$ cat config.mk
export PLATFORM = sky130hd
export DESIGN_NAME = bsd_cmd_gen
export DESIGN_NICKNAME = d
export VERILOG_FILES = /design/src/rtl/bsd_pkg.sv /design/src/rtl/bsd_stat_pipe.sv /design/src/rtl/bsd_cycle_track.sv /design/src/rtl/bsd_cmd_drive.sv /design/src/rtl/bsd_cmd_gen.sv
export SDC_FILE = /design/constraint.sdc
export NUM_CORES = 1
export LEC_CHECK = 0
export BUFFER_PORTS_ARGS = -buffer_cell sky130_fd_sc_hd__buf_2
export CAP_MARGIN = 20
export CORE_AREA = 8 8 45 47
export DETAILED_ROUTE_END_ITERATION = 8
export DIE_AREA = 0 0 53 55
export GPL_TIMING_DRIVEN = 0
export PLACE_DENSITY_LB_ADDON = 0.2
export SLEW_MARGIN = 0
export SYNTH_ARGS = -nofsm -noshare
export SYNTH_HDL_FRONTEND = slang
export SYNTH_SLANG_ARGS = --single-unit
$ cat constraint.sdc
create_clock -name clk -period 1.2 [get_ports clk]
set_clock_uncertainty 0.05 [all_clocks]
set_input_delay 0.06 -clock clk [delete_from_list [all_inputs] [get_ports clk]]
set_output_delay 0.06 -clock clk [all_outputs]
set_load 0.005 [all_outputs]
$ cat src/rtl/bsd_pkg.sv
package bsd_pkg;

    localparam int STAT_W = 3;
    localparam int NCMD   = 6;

    typedef enum logic [STAT_W-1:0] {
        ST_IACK = 3'b000,
        ST_IORD = 3'b001,
        ST_IOWR = 3'b010,
        ST_HALT = 3'b011,
        ST_CODE = 3'b100,
        ST_MRD  = 3'b101,
        ST_MWR  = 3'b110,
        ST_IDLE = 3'b111
    } stat_e;

    typedef struct packed {
        logic mem_rd;
        logic mem_wr;
        logic io_rd;
        logic io_wr;
        logic iack;
        logic fetch;
    } cmd_t;

    function automatic logic is_idle(stat_e s);
        return s == ST_IDLE;
    endfunction

    function automatic cmd_t decode_cmd(stat_e s);
        cmd_t c;
        c = '0;
        case (s)
            ST_IACK: c.iack   = 1'b1;
            ST_IORD: c.io_rd  = 1'b1;
            ST_IOWR: c.io_wr  = 1'b1;
            ST_CODE: begin
                c.mem_rd = 1'b1;
                c.fetch  = 1'b1;
            end
            ST_MRD:  c.mem_rd = 1'b1;
            ST_MWR:  c.mem_wr = 1'b1;
            default: c = '0;
        endcase
        return c;
    endfunction

endpackage

$ cat src/rtl/bsd_stat_pipe.sv
module bsd_stat_pipe
    import bsd_pkg::*;
(
    input  logic              clk,
    input  logic              rst,
    input  logic [STAT_W-1:0] stat_i,
    input  logic              ready_i,
    output stat_e             cur_q,
    output stat_e             prv_q,
    output logic              rdy_q
);
    always_ff @(posedge clk) begin
        if (rst) begin
            cur_q <= ST_IDLE;
            prv_q <= ST_IDLE;
            rdy_q <= 1'b0;
        end else begin
            cur_q <= stat_e'(stat_i);
            prv_q <= cur_q;
            rdy_q <= ready_i;
        end
    end
endmodule

$ cat src/rtl/bsd_cycle_track.sv
module bsd_cycle_track
    import bsd_pkg::*;
(
    input  logic  clk,
    input  logic  rst,
    input  stat_e cur_q,
    input  stat_e prv_q,
    input  logic  rdy_q,
    output logic  start_o,
    output logic  end_o,
    output logic  open_q,
    output stat_e kind_q
);
    assign start_o = is_idle(prv_q) && !is_idle(cur_q);
    assign end_o   = open_q && is_idle(cur_q) && rdy_q;

    always_ff @(posedge clk) begin
        if (rst) begin
            open_q <= 1'b0;
            kind_q <= ST_IDLE;
        end else if (start_o) begin
            open_q <= 1'b1;
            kind_q <= cur_q;
        end else if (end_o) begin
            open_q <= 1'b0;
        end
    end
endmodule

$ cat src/rtl/bsd_cmd_drive.sv
module bsd_cmd_drive
    import bsd_pkg::*;
(
    input  logic  open_q,
    input  stat_e kind_q,
    input  logic  float_i,
    output cmd_t  cmd_o
);
    logic [NCMD-1:0] raw;
    logic [NCMD-1:0] gated;

    assign raw = decode_cmd(kind_q);

    for (genvar i = 0; i < NCMD; i++) begin : g_gate
        assign gated[i] = raw[i] & open_q & ~float_i;
    end

    assign cmd_o = cmd_t'(gated);
endmodule

$ cat src/rtl/bsd_cmd_gen.sv
module bsd_cmd_gen
    import bsd_pkg::*;
(
    input  logic              clk,
    input  logic              rst,
    input  logic [STAT_W-1:0] bus_stat_i,
    input  logic              bus_ready_i,
    input  logic              float_i,
    output logic              mem_rd_o,
    output logic              mem_wr_o,
    output logic              io_rd_o,
    output logic              io_wr_o,
    output logic              iack_o,
    output logic              fetch_o,
    output logic              cyc_start_o,
    output logic              cyc_end_o
);
    stat_e cur_q, prv_q, kind_q;
    logic  rdy_q, open_q;
    cmd_t  cmd;

    bsd_stat_pipe u_pipe (
        .clk(clk), .rst(rst), .stat_i(bus_stat_i), .ready_i(bus_ready_i),
        .cur_q(cur_q), .prv_q(prv_q), .rdy_q(rdy_q)
    );

    bsd_cycle_track u_track (
        .clk(clk), .rst(rst), .cur_q(cur_q), .prv_q(prv_q), .rdy_q(rdy_q),
        .start_o(cyc_start_o), .end_o(cyc_end_o), .open_q(open_q), .kind_q(kind_q)
    );

    bsd_cmd_drive u_drive (
        .open_q(open_q), .kind_q(kind_q), .float_i(float_i), .cmd_o(cmd)
    );

    assign mem_rd_o = cmd.mem_rd;
    assign mem_wr_o = cmd.mem_wr;
    assign io_rd_o  = cmd.io_rd;
    assign io_wr_o  = cmd.io_wr;
    assign iack_o   = cmd.iack;
    assign fetch_o  = cmd.fetch;
endmodule

==> impl_metrics.sql <==
INSERT INTO impl_metrics (metric_group, metric, value, unit) VALUES
('setup_path', 'ff2ff_setup_slack', '90', 'ps'),
('setup_path', 'crit_path_cell_trace', 'inv_2 -> or3_4 -> nor3_2 -> buf_2', ''),
('yosys', 'synthesis.area_per_instance', '10.43', 'µm²'),
('yosys', 'postSynthRegisterBits', '11', ''),
('clocking', 'cts_tree', 'yes', ''),
('worst_hold_path', 'hold_crit_endpoint', 'u_pipe.rdy_q$_SDFF_PP0_', ''),
('clocking', 'clk_latency', '270', 'ps'),
('setup_path', 'critPathRequiredTime', '1090', 'ps'),
('yosys', 'synthDistinctLibCells', '17', ''),
('yosys', 'synth_async_sr_flop_share', '0', '%'),
('setup_path', 'slowest_delay', '350', 'ps'),
('clocking', 'cts_num_sinks', '11', ''),
('clocking', 'tritoncts.num_buffers', '3', ''),
('global_routing', 'pin_count_of_the_biggest_net_entering_global_routing', '11', ''),
('power_and_ir_drop', 'pwr_density_cell', '1177', 'mW/mm²'),
('setup_path', 'worst_r2r_end', 'u_track.kind_q[0]$_SDFFE_PP1P_', ''),
('worst_hold_path', 'holdPathStages', '3', ''),
('outcome', 'run_status', 'complete, but fails checks', ''),
('setup_path', 'cp.arrival', '1290', 'ps'),
('place', 'finalWeightedCongestion', '0.6585', ''),
('die', 'start_util', '29.39', '%'),
('global_routing', 'grt_first_pass_wirelength', '1.559', 'mm'),
('global_routing', 'globalRouteOverflowTotal', '0', ''),
('global_routing', 'gr-usage-all-layers', '7.123', '%'),
('place', 'placement.cell_area', '496.7', 'µm²'),
('yosys', 'synthMostInstantiatedCell', 'dfxtp_1', ''),
('layout', 'num_antenna_cells', '0', ''),
('power_and_ir_drop', 'power.leakage', '0.2837', 'nW'),
('yosys', 'yosys-top-cells-area', 'dfxtp_1 54%, or2_2 9.2%, o32a_2 8.3%', ''),
('sta', 'finalCritPeriodShare', '116.4', '%'),
('clocking', 'h_tree_depth', '1', ''),
('global_routing', 'grt_pass1_vias', '381', ''),
('drt', 'routed_wire_length_per_instance', '11.54', 'µm'),
('setup_path', 'criticalPathCategory', 'register to output pin', ''),
('sta', 'worst_slew_pin_slew', '328.5', 'ps'),
('flow_run', 'max-cap-violations', '0', ''),
('place', 'port_buffer_cells', '14', ''),
('yosys', 'netlist.top_cell.by_area', 'dfxtp_1', ''),
('layout', 'layout-drive-gt1-share', '72.73', '%'),
('power_and_ir_drop', 'power_frac_clock', '32.4', '%'),
('sta', 'setup_viol', '6', ''),
('place', 'dp.final_hpwl', '592.7', 'µm'),
('die', 'die_height', '55', 'µm'),
('outcome', 'failing_checks', 'setup timing', ''),
('yosys', 'yosysTopAreaCellShare', '54.15', '%'),
('sta', 'slew_headroom', '78.10', '%'),
('clocking', 'cts-root-to-sink-buffers', '2', ''),
('drt', 'viasPerCell', '4.500', ''),
('sta', 'layout_setup_ws', '-196.7', 'ps'),
('die', 'die_x', '53', 'µm'),
('sta', 'fmax', '716.0', 'MHz'),
('yosys', 'synth-main-ff-cell', 'dfxtp_1', ''),
('layout', 'layout.core_utilization', '47.11', '%'),
('setup_path', 'rr_startpoint', 'u_pipe.prv_q[0]$_SDFF_PP1_', ''),
('drt', 'route.final.wire_length', '946', 'µm'),
('yosys', 'syn-instance-count', '39', ''),
('drt', 'route.antenna.remaining_nets', '0', ''),
('global_routing', 'number_of_antenna_violations_at_the_first_check_in_global_routing', '0', ''),
('setup_path', 'critical_path.startpoint_type', 'register', ''),
('setup_path', 'crit_path_max_fanout', '4', ''),
('sta', 'finalHoldWorstSlack', '194.2', 'ps'),
('sta', 'rsz0062_at_grt', 'true', ''),
('setup_path', 'worst-r2r-cell-count', '4', ''),
('power_and_ir_drop', 'cell_internal_pwr', '0.5818', 'mW'),
('power_and_ir_drop', 'design_power_total', '0.7671', 'mW'),
('die', 'num_io_pins', '15', ''),
('clocking', 'cts.root.buffer_cell', 'clkbuf_4', ''),
('sta', 'total_count_of_max_transition_violations_in_the_final_report', '0', ''),
('yosys', 'syn_nets', '46', ''),
('drt', 'drtIter0Drc', '0', ''),
('die', 'design.die.area', '0.002915', 'mm²');
-- timing repair --
action / CTS / global route
endpoints found under the hold margin: 5 / 0
pin swaps: 3 / 4
setup endpoints to repair: 5 / 8
hold buffers: 5 / 0
gates resized for setup: 6 / 9
setup buffers: 3 / 1
-- registers in the layout (all words and copies together), names as in the netlist --
| signal | count |
|---|---|
| u_pipe.rdy_q | 1 |
| u_track.open_q | 1 |
| u_pipe.cur_q | 3 |
| u_pipe.prv_q | 3 |
| u_track.kind_q | 3 |
-- metal layers --
layer	wire (µm)	global-route usage, %
met5	0	0
met4	0	2.586
met3	32	3.743
met2	513	12.11
met1	401	7.351
-- worst max path at each step --
| stage | depth (start not counted) | from | endpoint | slack, ps |
|---|---|---|---|---|
| floorplan | 3 | u_track.open_q$_SDFFE_PP0P_ | io_rd_o | 140 |
| global placement | 4 | u_track.open_q$_SDFFE_PP0P_ | io_rd_o | 20 |
| detailed placement | 4 | u_track.open_q$_SDFFE_PP0P_ | io_rd_o | 10 |
| CTS | 4 | u_track.open_q$_SDFFE_PP0P_ | io_rd_o | -170 |
| global route | 4 | u_track.open_q$_SDFFE_PP0P_ | iack_o | -270 |
| finish | 4 | u_track.open_q$_SDFFE_PP0P_ | iack_o | -200 |
-- power groups by stage --
stage | logic [mW] | clock network, mW | registers, mW
global placement | 0.0671 | 0 | 0.410
detailed placement | 0.0666 | 0 | 0.410
finish | 0.107 | 0.249 | 0.411
CTS | 0.0996 | 0.252 | 0.405
floorplan | 0.0455 | 0 | 0.406
global route | 0.117 | 0.281 | 0.414
-- final cells by class --
cell class	count	area, µm²	area share, %
Inverter	2	7.507	1.152
Clock buffer	3	22.52	3.455
Multi-Input combinational cell	25	212.7	32.63
Buffer	1	3.754	0.5758
Sequential cell	11	230.2	35.32
Timing Repair Buffer	23	150.1	23.03
Clock inverter	1	5.005	0.7678
Tap cell	16	20.02	3.071
-- cells by family after synthesis --
kind of cell	after synthesis	synth area share [%]
compound gates	5	12.31
buf+inv	3	2.769
simple gates	20	30.77
flops	11	54.15
-- metrics by stage --
step	setup TNS, ps	instances	worst slack (ps)
after floorplan	0	39	141.4
after global placement	0	69	15.31
after detailed placement	0	69	11.62
after CTS	-536.7	81	-169.9
after global routing	-1121	82	-271.1
final	-635.5	82	-196.7
-- cell usage in the layout, fill, tap and decap left out --
| master | synthesis | routed |
|---|---|---|
| nor3b_2 | 1 | 1 |
| nand3b_1 | 1 | 1 |
| dfxtp_2 | 0 | 8 |
| nand3_4 | 0 | 1 |
| nor2_1 | 4 | 4 |
| clkbuf_1 | 1 | 1 |
| nand2b_1 | 1 | 1 |
| nor2b_1 | 1 | 1 |
| clkbuf_4 | 0 | 3 |
| nand4_1 | 1 | 1 |
| buf_2 | 0 | 14 |
| nor3_2 | 0 | 2 |
| inv_1 | 2 | 1 |
| o21ba_2 | 1 | 1 |
| buf_4 | 0 | 4 |
| dfxtp_1 | 11 | 3 |
| or2_2 | 6 | 6 |
| and2_2 | 1 | 1 |
| dlygate4sd3_1 | 0 | 5 |
| o32a_2 | 3 | 3 |
| inv_2 | 0 | 1 |
| clkinv_2 | 0 | 1 |
| or3_4 | 1 | 1 |
| a31oi_4 | 0 | 1 |
-- worst max-delay path, delay by kind of cell, from the launching register on --
family	cells	cell delay (ps)
buffers and inverters	2	170
DFF	1	330
and+or+nand+nor	2	520
No activity file was read; power rests on OpenSTA's default activity.
